--- src/rtl/fru_pkg.sv ---
package fru_pkg;
  typedef enum logic [1:0] {
    FS_IDLE   = 2'd0,
    FS_FIRST  = 2'd1,
    FS_SECOND = 2'd2
  } fetch_st_e;
endpackage

--- src/rtl/fru_rst_sync.sv ---
module fru_rst_sync (
  input  logic clk,
  input  logic arst_n,
  output logic srst_n
);
  logic [1:0] sync_q;

  always_ff @(posedge clk or negedge arst_n) begin
    if (!arst_n) sync_q <= 2'b00;
    else         sync_q <= {sync_q[0], 1'b1};
  end

  assign srst_n = sync_q[1];
endmodule

--- src/rtl/fru_mode_reg.sv ---
module fru_mode_reg (
  input  logic clk,
  input  logic rst_n,
  input  logic wr_en,
  input  logic sel,
  output logic half_q,
  output logic resync_q
);
  logic change;
  logic half_d;

  always_comb begin
    change = wr_en && (sel != half_q);
    half_d = change ? sel : half_q;
  end

  always_ff @(posedge clk or negedge rst_n) begin
    if (!rst_n) begin
      half_q   <= 1'b0;
      resync_q <= 1'b0;
    end else begin
      half_q   <= half_d;
      resync_q <= change;
    end
  end
endmodule

--- src/rtl/fru_refill_ctrl.sv ---
module fru_refill_ctrl #(
  parameter int ADDR_W = 32,
  parameter int DATA_W = 32,
  parameter int COST_W = 4,
  parameter int CYC_W  = 6,
  parameter logic [ADDR_W-1:0] RESET_PC = '0
) (
  input  logic              clk,
  input  logic              rst_n,
  input  logic              half,
  input  logic              pc_wr_en,
  input  logic [ADDR_W-1:0] pc_wr_data,
  input  logic [COST_W-1:0] cost_nseq_w,
  input  logic [COST_W-1:0] cost_seq_w,
  input  logic [COST_W-1:0] cost_nseq_h,
  input  logic [COST_W-1:0] cost_seq_h,
  input  logic              mem_ready,
  input  logic [DATA_W-1:0] mem_rdata,
  output logic              mem_req,
  output logic [ADDR_W-1:0] mem_addr,
  output logic [DATA_W-1:0] slot0,
  output logic [DATA_W-1:0] slot1,
  output logic              insn_valid,
  output logic [ADDR_W-1:0] pc_q,
  output logic [CYC_W-1:0]  refill_cycles,
  output logic              busy
);
  import fru_pkg::*;

  localparam int HALF_W = DATA_W / 2;
  localparam logic [ADDR_W-1:0] STEP_W = ADDR_W'(4);
  localparam logic [ADDR_W-1:0] STEP_H = ADDR_W'(2);
  localparam logic [CYC_W-1:0]  FIXED  = CYC_W'(2);

  fetch_st_e         st_q, st_d;
  logic [ADDR_W-1:0] pc_d, aligned, step;
  logic [DATA_W-1:0] slot0_d, slot1_d, fetched;
  logic              valid_d;
  logic [CYC_W-1:0]  pend_q, pend_d, cyc_d, cost_now;
  logic              accept;

  always_comb begin
    step     = half ? STEP_H : STEP_W;
    aligned  = half ? {pc_wr_data[ADDR_W-1:1], 1'b0}
                    : {pc_wr_data[ADDR_W-1:2], 2'b00};
    cost_now = half ? (FIXED + CYC_W'(cost_nseq_h) + CYC_W'(cost_seq_h))
                    : (FIXED + CYC_W'(cost_nseq_w) + CYC_W'(cost_seq_w));
    fetched  = half ? {{HALF_W{1'b0}}, mem_rdata[HALF_W-1:0]} : mem_rdata;
    accept   = mem_req && mem_ready;
  end

  always_comb begin
    st_d    = st_q;
    pc_d    = pc_q;
    slot0_d = slot0;
    slot1_d = slot1;
    valid_d = insn_valid;
    pend_d  = pend_q;
    cyc_d   = refill_cycles;
    unique case (st_q)
      FS_IDLE: begin
        if (pc_wr_en) begin
          pc_d    = aligned;
          pend_d  = cost_now;
          valid_d = 1'b0;
          st_d    = FS_FIRST;
        end
      end
      FS_FIRST: begin
        if (accept) begin
          slot0_d = fetched;
          pc_d    = pc_q + step;
          st_d    = FS_SECOND;
        end
      end
      FS_SECOND: begin
        if (accept) begin
          slot1_d = fetched;
          valid_d = 1'b1;
          cyc_d   = pend_q;
          st_d    = FS_IDLE;
        end
      end
      default: st_d = FS_IDLE;
    endcase
  end

  always_ff @(posedge clk or negedge rst_n) begin
    if (!rst_n) begin
      st_q          <= FS_IDLE;
      pc_q          <= RESET_PC;
      slot0         <= '0;
      slot1         <= '0;
      insn_valid    <= 1'b0;
      pend_q        <= '0;
      refill_cycles <= '0;
    end else begin
      st_q          <= st_d;
      pc_q          <= pc_d;
      slot0         <= slot0_d;
      slot1         <= slot1_d;
      insn_valid    <= valid_d;
      pend_q        <= pend_d;
      refill_cycles <= cyc_d;
    end
  end

  assign busy     = (st_q != FS_IDLE);
  assign mem_req  = busy;
  assign mem_addr = pc_q;
endmodule

--- src/rtl/fetch_refill_unit.sv ---
module fetch_refill_unit #(
  parameter int ADDR_W = 32,
  parameter int DATA_W = 32,
  parameter int COST_W = 4,
  parameter int CYC_W  = 6,
  parameter logic [ADDR_W-1:0] RESET_PC = '0
) (
  input  logic              clk,
  input  logic              rst_n,
  input  logic              mode_wr_en,
  input  logic              mode_sel,
  input  logic              pc_wr_en,
  input  logic [ADDR_W-1:0] pc_wr_data,
  input  logic [COST_W-1:0] cost_nseq_w,
  input  logic [COST_W-1:0] cost_seq_w,
  input  logic [COST_W-1:0] cost_nseq_h,
  input  logic [COST_W-1:0] cost_seq_h,
  output logic              mem_req,
  output logic [ADDR_W-1:0] mem_addr,
  output logic              mem_half,
  input  logic [DATA_W-1:0] mem_rdata,
  input  logic              mem_ready,
  output logic [DATA_W-1:0] slot0,
  output logic [DATA_W-1:0] slot1,
  output logic              insn_valid,
  output logic [ADDR_W-1:0] pc,
  output logic [ADDR_W-1:0] exec_addr,
  output logic              half_mode,
  output logic              resync,
  output logic [CYC_W-1:0]  refill_cycles
);
  localparam logic [ADDR_W-1:0] BACK_W = ADDR_W'(8);
  localparam logic [ADDR_W-1:0] BACK_H = ADDR_W'(4);

  logic srst_n;
  logic busy;

  fru_rst_sync u_rst (
    .clk    (clk),
    .arst_n (rst_n),
    .srst_n (srst_n)
  );

  fru_mode_reg u_mode (
    .clk      (clk),
    .rst_n    (srst_n),
    .wr_en    (mode_wr_en && !busy),
    .sel      (mode_sel),
    .half_q   (half_mode),
    .resync_q (resync)
  );

  fru_refill_ctrl #(
    .ADDR_W   (ADDR_W),
    .DATA_W   (DATA_W),
    .COST_W   (COST_W),
    .CYC_W    (CYC_W),
    .RESET_PC (RESET_PC)
  ) u_ctrl (
    .clk           (clk),
    .rst_n         (srst_n),
    .half          (half_mode),
    .pc_wr_en      (pc_wr_en),
    .pc_wr_data    (pc_wr_data),
    .cost_nseq_w   (cost_nseq_w),
    .cost_seq_w    (cost_seq_w),
    .cost_nseq_h   (cost_nseq_h),
    .cost_seq_h    (cost_seq_h),
    .mem_ready     (mem_ready),
    .mem_rdata     (mem_rdata),
    .mem_req       (mem_req),
    .mem_addr      (mem_addr),
    .slot0         (slot0),
    .slot1         (slot1),
    .insn_valid    (insn_valid),
    .pc_q          (pc),
    .refill_cycles (refill_cycles),
    .busy          (busy)
  );

  assign mem_half  = half_mode;
  assign exec_addr = pc - (half_mode ? BACK_H : BACK_W);
endmodule

--- config.mk ---
export PLATFORM = sky130hd
export DESIGN_NAME = fetch_refill_unit
export DESIGN_NICKNAME = d
export VERILOG_FILES = /design/src/rtl/fru_pkg.sv /design/src/rtl/fru_rst_sync.sv /design/src/rtl/fru_mode_reg.sv /design/src/rtl/fru_refill_ctrl.sv /design/src/rtl/fetch_refill_unit.sv
export SDC_FILE = /design/constraint.sdc
export NUM_CORES = 1
export LEC_CHECK = 0
export ABC_AREA = 1
export BUFFER_PORTS_ARGS = -buffer_cell sky130_fd_sc_hd__buf_4
export CAP_MARGIN = 25
export CELL_PAD_IN_SITES_DETAIL_PLACEMENT = 1
export CELL_PAD_IN_SITES_GLOBAL_PLACEMENT = 1
export CORE_MARGIN = 2
export CORE_UTILIZATION = 38
export CTS_CLUSTER_DIAMETER = 50
export DETAILED_ROUTE_END_ITERATION = 16
export GPL_ROUTABILITY_DRIVEN = 1
export GPL_TIMING_DRIVEN = 0
export HOLD_SLACK_MARGIN = 0.06
export PLACE_DENSITY = 0.93
export SETUP_SLACK_MARGIN = 0.3
export SLEW_MARGIN = 30
export SYNTH_ARGS = -nofsm -noshare
export SYNTH_HDL_FRONTEND = slang
export SYNTH_SLANG_ARGS = --single-unit
--- constraint.sdc ---
create_clock -name clk -period 6 [get_ports clk]
set_input_delay 0 -clock clk [delete_from_list [all_inputs] [get_ports clk]]
set_output_delay 0 -clock clk [all_outputs]
set_load 0.02 [all_outputs]
==> results of run 1 <==
[cell usage after synthesis (all sizes together)]
library cell and n:
fa 4, a31oi 4, nand3 60, nor3 6, nand3b 2, xnor2 1, a22oi 1, a21oi 17
clkinv 1, nand4 3, conb 2, clkbuf 15, inv 115, xor2 25, o21ai 78, o22ai 4
o21bai 1, dfrtp 114, ha 14, nor2 127, buf 64, and2 1, nand2 368, or2 8
[cell families (layout without fill, tap and decap cells)]
group | after synthesis | in the layout
compound gates | 105 | 105
xor+xnor | 26 | 26
fa+ha+maj | 18 | 18
buf+inv | 195 | 557
flops | 114 | 114
other cells | 2 | 7
simple gates | 575 | 575
[per-stage QoR]
step           setup slack (ps)  hold slack, ps  utilization  cells
3_3_place_gp               1020            -216        0.505   1523
4_1_cts                    3200            87.6        0.579   1633
3_5_place_dp               3260            -215        0.508   1525
6_report                   3160             135        0.579   1636
5_1_grt                    2960             157        0.579   1636
2_1_floorplan              2590            -296            -   1037
[worst paths after layout]
| kind | start | endpoint | slack [ps] | cells past startpoint |
|---|---|---|---|---|
| max reg2reg | u_mode.half_q$_DFFE_PN0P_ | u_ctrl.mem_addr[11]$_DFFE_PN0P_ | 3160 | 9 |
| min in group asynchronous | u_rst.sync_q[1]$_DFF_PN0_ | u_ctrl.slot1[12]$_DFFE_PN0P_ | 350 | 0 |
| max in group asynchronous | u_rst.sync_q[1]$_DFF_PN0_ | u_ctrl.slot0[30]$_DFFE_PN0P_ | 4760 | 2 |
| min reg2reg | u_rst.sync_q[1]$_DFF_PN0_ | u_ctrl.slot1[12]$_DFFE_PN0P_ | 350 | 0 |
| max | u_mode.half_q$_DFFE_PN0P_ | u_ctrl.mem_addr[11]$_DFFE_PN0P_ | 3160 | 9 |
| min | cost_seq_h[3] | u_ctrl.pend_q[3]$_DFFE_PN0P_ | 140 | 5 |
[per-layer routing]
layer,vias up,share of wire,track usage
met5,-,0,0
met4,0,0.046,0.180
met3,105,0.065,0.0794
met2,400,0.53,0.617
met1,4276,0.36,0.355
li1,3864,-,-
[worst min-delay path: stages]
cell and delay (ps):
buf_4 90, ha_1 170, nand2_1 100, nand3_1 70, a31oi_1 80
[area by class of cell]
| type | instances | share of cell area |
|---|---|---|
| antenna | 3 | 0.000691 |
| buffer | 79 | 0.0450 |
| clock buffer | 20 | 0.0430 |
| clock inverter | 12 | 0.00875 |
| inverter | 116 | 0.0403 |
| multi-input combinational | 728 | 0.324 |
| sequential | 114 | 0.263 |
| tap | 234 | 0.0269 |
| timing repair buffer | 330 | 0.249 |
[sequential cells by signal (all words and copies together) (netlist names)]
| name | count |
|---|---|
| u_ctrl.refill_cycles | 6 |
| u_mode.half_q | 1 |
| u_ctrl.pend_q | 6 |
| u_mode.resync_q | 1 |
| u_rst.sync_q | 2 |
| u_ctrl.insn_valid | 1 |
| u_ctrl.st_q | 2 |
| u_ctrl.slot1 | 32 |
| u_ctrl.slot0 | 32 |
| u_ctrl.mem_addr | 31 |
[power breakdown]
| part | leakage, nW | total [mW] | internal (mW) | switching (mW) |
|---|---|---|---|---|
| sequential | 1.41 | 1.54 | 1.12 | 0.420 |
| combinational | 4.07 | 3.86 | 1.45 | 2.41 |
| clock | 0.275 | 0.990 | 0.569 | 0.421 |
| total | 5.75 | 6.39 | 3.14 | 3.25 |
[repair_timing]
item,4_1_cts,5_1_grt
hold endpoints to repair,104,0
setup endpoints to repair,0,0
hold buffers,76,0
==> reports/summary.txt, run 1 <==
largest family of logic cells by synthesized area: simple AND/OR/NAND/NOR gates
Yosys cell types: 41
cell family with most CP delay: buffers and inverters
largest net degree at the start of global routing: 46
iteration count of the initial detailed-routing pass: 7
Post-Synth XOR/XNOR Area: 0.0312
fin crit share: 0.473
Die H: 143 microns
Residual DRC: 0
vias per cell: 5.28
clk_lat worst skew: 430 ps
kind of critical path: reg -> reg
Crit path required time: 6310 ps
total grt overflow: 0
dpl hpwl: 21700 microns
Root Driver: clkbuf_16
starting density of the core: 0.389
most frequent cells in the layout: nand2_1, buf_4, dfrtp_1, inv_1, nor2_1
FF+latch count, synth: 114
Avg Inst Size Synth: 7.05 sq um
ANT nets after route: 0
share of the yosys chip area belonging to registers: 0.391
# fillers: 2369
Critical Path Fanout Max: 9
Synth Cell Area: 7290 sq um
worst rel slew slack: 0.571
Max Clock Freq: 353 MHz
complex-gate fraction of the synthesized area: 0.0741
unrepaired setup endpoints after global routing: false
outcome: finished clean
I/O Pins: 257
Num CTS Buffers: 17
Yosys top cell area share: 0.391
Syn-to-layout area delta: 49.0%
post-CTS setup buffer count: 0
simple-gate share of the synthesized area: 0.340
CTS tree: built
total wire length: 34200 microns
vias: 8645
post-CTS sizing: 0
H-tree depth: 4
Buf+Inv Stages, Crit Path: 3
startpoint class of the critical path: flop
layout net count: 1490
area occupied by multi-input gates: 3520 sq um
CP max stage delay: 620 ps
leading area contributor after synthesis: dfrtp_1
Post-Synth Adder-Cell Area: 0.0350
Total GRT Usage: 0.337
final hold vios: 0
Leakage: 5.75 nW
layout cells sized above 1: 0.287
min Tclk post-route: 2840 ps
commonest non-fill, non-tap cell in the layout: nand2_1
post-synthesis mux area share: 0
Placed Area: 9540 sq um
Power Total: 6.39 mW
slowest stage cell, crit path: fa_1
CTS clk-pin slew, worst paths: 60 ps
worst hold path type: in -> reg
worst-path cell chain: clkbuf_1, clkinv_1, fa_1, nand3_4, nor2_4, o21ai_0, o21ai_0, nand2_1, inv_1
Area contributors post-synth: dfrtp_1, nand2_1, inv_1, nor2_1, o21ai_0
final number of setup-violating endpoints: 0
YS warnings: 0
Die Span X: 143 microns
routed len/inst: 20.9 microns
clk buf depth: 2
Max VDD drop: 249 uV
antenna violations before repair: 3
# rows: 50
arrival time worst endpoint: 3140 ps
clk_skew: 21.0 ps
clock sink count: 114
worst-margin pin slew: 644 ps
Buffers on Ports: 252
Syn Inst Count: 1035
number of global-route vias before repair: 9469
Most common cell on crit path: o21ai_0
CORE AREA: 18800 sq um
die area: 20300 sq um
total negative setup slack: 0 ps
CP endpoint kind: flop
initial DRC count: 498
max_cap viols: 0
PD cells: 588 nW/um^2
Storage cell area: 2860 sq um
first-pass GRT wire length: 51900 microns
final non-filler cell area: 10900 sq um
Final Max Slew Viols: 0
Final GP Congestion: 0.886
Power figures use the tool's default switching activity.
==> run 2: changes to the inputs <==
Settings changed: ABC_AREA 1 to 0, CORE_UTILIZATION 38 to 36, PLACE_DENSITY 0.93 to 0.87.
Clock period 6 ns to 2.8 ns, I/O delays scaled along.
==> run 2 against run 1 <==
The run now ends with negative setup slack left. Core utilization increased by 5.4 points. Combinational power rose by 130%. Clock skew down 11 ps. Non-clock buffer count is 44 higher. Largest power group unchanged. Clock power grew 120%. Synthesized cell count down 34%. Register-to-register slack worse by 3100 ps. First-iteration DRC count up 14%. Flip-flop and latch count did not move.
==> reports/summary.txt, run 2 <==
outcome: finished with violations
violated checks: negative setup slack
PD cells: 1290 nW/um^2
largest net degree at the start of global routing: 42
Storage cell area: 2860 sq um
final non-filler cell area: 11000 sq um
dpl hpwl: 18200 microns
EDFF count, synth: 0
Area contributors post-synth: dfrtp_1, mux2_2, nand2_1, o21ai_0, buf_4
area occupied by multi-input gates: 3590 sq um
Primary FF master, synth: dfrtp_1
Crit path required time: 2800 ps
Die H: 138 microns
Syn-to-layout area delta: 70.9%
Buffers on Ports: 252
clk_skew: 10.5 ps
Num CTS Buffers: 17
most frequent cells in the layout: buf_4, dfrtp_1, nand2_1, dlygate4sd3_1, o21ai_0
number of global-route vias before repair: 7754
I/O Pins: 257
H-tree depth: 4
kind of critical path: reg -> out
Synth Cell Area: 6450 sq um
# fillers: 1901
Root Driver: clkbuf_16
Max Clock Freq: 332 MHz
starting density of the core: 0.370
max_cap viols: 0
fin crit share: 1.08
R2R depth: 12
startpoint class of the critical path: flop
synth cell count leaders: dfrtp_1, nand2_1, o21ai_0, nor2_1, mux2_2
worst flop-to-flop path endpoint: u_ctrl.mem_addr[15]$_DFFE_PN0P_
Core Util, Final: 0.633
worst-margin pin slew: 803 ps
routed len/inst: 24.3 microns
Yosys top cell area share: 0.443
Yosys cell types: 62
final hold vios: 0
total wire length: 32000 microns
FF+latch count, synth: 114
Final GP Congestion: 0.950
Placed Area: 8710 sq um
FFs w/ async S/R, synth: 1.00
commonest non-fill, non-tap cell in the layout: buf_4
vias per cell: 5.63
total grt overflow: 0
worst rel slew slack: 0.464
Final Max Slew Viols: 0
clk_lat worst skew: 430 ps
# rows: 48
CP max stage delay: 560 ps
Critical Path Fanout Max: 3
clk buf depth: 2
leading area contributor after synthesis: dfrtp_1
worst min-delay path startpoint: cost_nseq_w[1]
Total GRT Usage: 0.307
reg-to-reg startpoint: u_mode.half_q$_DFFE_PN0P_
Die Span X: 138 microns
Avg Inst Size Synth: 9.47 sq um
CTS clk-pin slew, worst paths: 60 ps
R2R setup slack: 90 ps
worst-path cell chain: buf_6, or4_4, nor4b_4, buf_4, buf_6, nand3b_4, nor4_4, xor2_1, buf_4
initial DRC count: 566
Leakage: 5.18 nW
ANT nets after route: 0
layout cells sized above 1: 0.476
share of the yosys chip area belonging to registers: 0.443
CTS tree: built
slack of the critical path: -214 ps
Syn Inst Count: 681
CP Capture Point: exec_addr[31]
vias: 7393
iteration count of the initial detailed-routing pass: 5
most common cell in the netlist: dfrtp_1
arrival time worst endpoint: 3010 ps
layout net count: 1177
antenna violations before repair: 3
Residual DRC: 0
die area: 19000 sq um
slowest stage cell, crit path: or4_4
CP endpoint kind: output port
unrepaired setup endpoints after global routing: true
first-pass GRT wire length: 43500 microns
min Tclk post-route: 3010 ps
final number of setup-violating endpoints: 7
CORE AREA: 17400 sq um
worst hold path type: in -> reg
Max VDD drop: 785 uV
YS warnings: 0
critical path launch point: u_ctrl.mem_addr[12]$_DFFE_PN0P_
clock sink count: 114
## run 2: changes by cell type after synthesis, moves of 24 or more
cell      change
mux2_2       +41
clkbuf_1     +24
nand3_1      -37
nand2_1     -277
nor2_1       -65
inv_1        -91
## run 2: cell families (layout without fill, tap and decap cells)
kind of cell,Yosys count,count (layout),share of synthesized area
buf+inv,100,503,0.0813
other cells,2,7,0.00117
xor+xnor,33,33,0.0448
flops,114,114,0.443
mux,44,44,0.0763
simple gates,230,230,0.182
fa+ha+maj,18,18,0.0396
compound gates,140,140,0.132
## run 2: worst min-delay path by stage
| stage | to | depth (start not counted) |
|---|---|---|
| floorplan | u_rst.sync_q[0]$_DFF_PN0_ | 0 |
| global placement | u_rst.sync_q[0]$_DFF_PN0_ | 1 |
| detailed placement | u_rst.sync_q[0]$_DFF_PN0_ | 1 |
| CTS | u_ctrl.mem_addr[15]$_DFFE_PN0P_ | 4 |
| global route | u_ctrl.pend_q[1]$_DFFE_PN0P_ | 4 |
| finish | u_ctrl.pend_q[1]$_DFFE_PN0P_ | 4 |
## run 2: per-stage QoR
stage	TNS [ps]	hold WS (ps)	instances	setup WS (ps)	power, mW
2_1_floorplan	0	-296	683	309	7.37
6_report	-579	90.5	1314	-214	14.2
3_5_place_dp	-173	-216	1162	-77.0	10.5
4_1_cts	0	73.5	1291	73.2	13.2
5_1_grt	-1040	99.0	1314	-227	14.8
3_3_place_gp	-228	-216	1160	-153	10.3
## run 2: per-layer routing
layer	wire length [microns]	global-route usage	vias up
met3	2040	0.0666	150
met2	16400	0.542	424
met1	11400	0.342	3672
li1	-	-	3147
met4	2100	0.176	0
met5	0	0	-
## run 2: what timing repair did
item / in CTS / in global routing
endpoints found under the hold margin: 101 / 0
gates resized for setup: 58 / 91
pin swaps: 19 / 28
buffers inserted: 26 / 19
gates cloned: 0 / 1
setup endpoints to repair: 43 / 54
hold buffers: 71 / 0
## run 2: where the power goes
group,leakage [nW],switching (mW),internal (mW),total (mW)
Combinational,3.52,5.17,3.68,8.85
Clock,0.273,0.877,1.25,2.13
Sequential,1.38,0.790,2.42,3.21
## run 2: cell type report
cell class / count / area share
flip-flops and latches: 114 / 0.260
well taps: 225 / 0.0255
clock buffers: 18 / 0.0399
multi-input cells: 469 / 0.326
inverters: 18 / 0.00659
repair buffers: 371 / 0.279
clock inverters: 14 / 0.0120
diodes: 3 / 0.000681
plain buffers: 82 / 0.0502
## run 2: critical path, delay by kind of cell (launching register included)
kind / cells / cell delay [ps]
AND/OR/NAND/NOR: 4 / 1330
buffers and inverters: 4 / 610
XOR/XNOR: 1 / 240
flip-flops: 1 / 420
==> run 3: changes to the inputs <==
==> constraint.sdc (replaced) <==
create_clock -name clk -period 2.8 [get_ports clk]
set_input_delay 0.14 -clock clk [delete_from_list [all_inputs] [get_ports clk]]
set_output_delay 0.14 -clock clk [all_outputs]
set_load 0.02 [all_outputs]
==> run 3 against run 2 <==
The flow still finishes with violations (negative setup slack). Register-to-register slack better by 80 ps. Cell count down 2.4%. Core utilization decreased by 2.0 points. Worst setup slack gained 130 ps. Clock skew fell by 0.55 ps. Die area stayed put. Critical path depth decreased by 1. Worst hold slack lost 31 ps. Flip-flop and latch count stayed put. Critical endpoint is now exec_addr[21]. Highest routed layer unchanged.
==> reports/summary.txt, run 3 (synthesis results as in run 2) <==
Seq pwr share: 0.226
Max Clock Freq: 346 MHz
vias per cell: 5.57
H-tree depth: 4
Syn-to-layout area delta: 65.5%
Most common cell on crit path: buf_6
layout cells sized above 1: 0.488
Buf+Inv Stages, Crit Path: 3
Max VDD drop: 862 uV
clock sink count: 114
total negative setup slack: -350 ps
dpl hpwl: 17900 microns
kind of critical path: reg -> out
Residual DRC: 0
worst-path cell chain: buf_6, or4_4, nor4b_4, buf_6, nand2_2, nor4_2, xor2_1, buf_4
hold_ws: 59.4 ps
iteration count of the initial detailed-routing pass: 5
Root Driver: clkbuf_16
slack of the critical path: -86.6 ps
unrepaired setup endpoints after global routing: true
violated checks: negative setup slack
# rows: 48
arrival time worst endpoint: 2750 ps
critical path launch point: u_ctrl.mem_addr[14]$_DFFE_PN0P_
starting density of the core: 0.370
ANT nets after route: 0
clk_lat worst skew: 420 ps
hold path endpoint: u_ctrl.mem_addr[28]$_DFFE_PN0P_
total grt overflow: 0
vias: 7152
Die H: 138 microns
routed len/inst: 22.7 microns
reg-to-reg startpoint: u_mode.half_q$_DFFE_PN0P_
Critical Path Fanout Max: 3
worst flop-to-flop path endpoint: u_ctrl.mem_addr[14]$_DFFE_PN0P_
R2R setup slack: 170 ps
I/O Pins: 257
Total GRT Usage: 0.284
initial DRC count: 413
clock share of power: 0.151
clk_skew: 9.95 ps
die area: 19000 sq um
worst rel slew slack: 0.472
Final GP Congestion: 0.921
Final Max Slew Viols: 0
clk buf depth: 2
max_cap viols: 0
Sw Share: 0.475
largest net degree at the start of global routing: 48
min Tclk post-route: 2890 ps
WHS Path Cells: 3
slowest stage cell, crit path: or4_4
final hold vios: 0
CP endpoint kind: output port
Leakage: 5.01 nW
layout net count: 1149
Psw: 6.68 mW
Crit path required time: 2660 ps
worst min-delay path startpoint: pc_wr_data[28]
CTS tree: built
Num CTS Buffers: 17
CTS clk-pin slew, worst paths: 60 ps
antenna violations before repair: 0
Logic pwr share: 0.623
total wire length: 29200 microns
fin crit share: 1.03
number of global-route vias before repair: 7465
Int Pwr: 7.37 mW
cell family with most CP delay: simple AND/OR/NAND/NOR gates
worst hold path type: in -> reg
worst-margin pin slew: 792 ps
startpoint class of the critical path: flop
final number of setup-violating endpoints: 8
Buffers on Ports: 252
most frequent cells in the layout: buf_4, dfrtp_1, nand2_1, o21ai_0, dlygate4sd3_1
PD cells: 1320 nW/um^2
CP max stage delay: 520 ps
commonest non-fill, non-tap cell in the layout: buf_4
first-pass GRT wire length: 40700 microns
R2R depth: 13
CORE AREA: 17400 sq um
Ant. Diodes: 0
outcome: finished with violations
Die Span X: 138 microns
-- run 3: changes by cell type in the layout (fill, tap and decap cells not counted), sizes merged --
cell | before | now
clkinvlp | 3 | 4
diode | 3 | 0
buf | 348 | 341
clkbuf | 52 | 53
clkinv | 7 | 5
dlygate4sd3 | 71 | 49
inv | 21 | 22
-- run 3: worst max-delay path by stage --
stage | end | cells past startpoint
floorplan | u_ctrl.mem_addr[22]$_DFFE_PN0P_ | 11
global placement | u_mode.half_q$_DFFE_PN0P_ | 0
detailed placement | u_ctrl.mem_addr[31]$_DFFE_PN0P_ | 10
CTS | exec_addr[30] | 7
global route | exec_addr[21] | 8
finish | exec_addr[21] | 8
-- run 3: what timing repair did --
action	CTS	global route
setup buffers	23	17
pin swaps	16	13
cloned	0	0
gates resized for setup	69	71
hold buffers	49	0
endpoints found under the setup margin	45	51
hold endpoints to repair	82	0
-- run 3: final cells by class --
| cell class | instances | area [sq um] |
|---|---|---|
| clock inverters | 14 | 131 |
| multi-input cells | 469 | 3540 |
| plain buffers | 82 | 557 |
| inverters | 18 | 72.6 |
| well taps | 225 | 282 |
| repair buffers | 343 | 2780 |
| flip-flops and latches | 114 | 2860 |
| fillers | 1916 | 6750 |
| clock buffers | 18 | 439 |
-- run 3: power groups by stage --
stage	Combinational [mW]	Clock (mW)	Sequential, mW
floorplan	3.50	0	3.87
global placement	7.16	0	3.10
detailed placement	7.39	0	3.15
CTS	7.98	2.13	3.08
global route	9.23	2.22	3.26
finish	8.76	2.13	3.17
-- run 3: stage by stage --
step / utilization / area [sq um] / power, mW / worst slack [ps] / cells
after floorplan: - / 6500 / 7.37 / 309 / 683
after global placement: 0.498 / 8670 / 10.3 / -143 / 1160
after detailed placement: 0.501 / 8720 / 10.5 / -47.1 / 1162
after CTS: 0.589 / 10300 / 13.2 / 45.4 / 1266
after global routing: 0.613 / 10700 / 14.7 / -140 / 1283
final: 0.613 / 10700 / 14.1 / -86.6 / 1283
-- run 3: layer usage --
metal,GRT usage,routed length (microns),vias up
li1,-,-,3082
met1,0.331,10900,3547
met2,0.492,14700,398
met3,0.0567,1930,125
met4,0.149,1640,0
met5,0,0,-
-- run 3: worst register-to-register path: cells and delay by family (launching register included) --
kind / cells / cell delay [ps]
buf+inv: 7 / 780
compound gates: 2 / 360
flops: 1 / 410
simple gates: 3 / 810
fa+ha+maj: 1 / 140
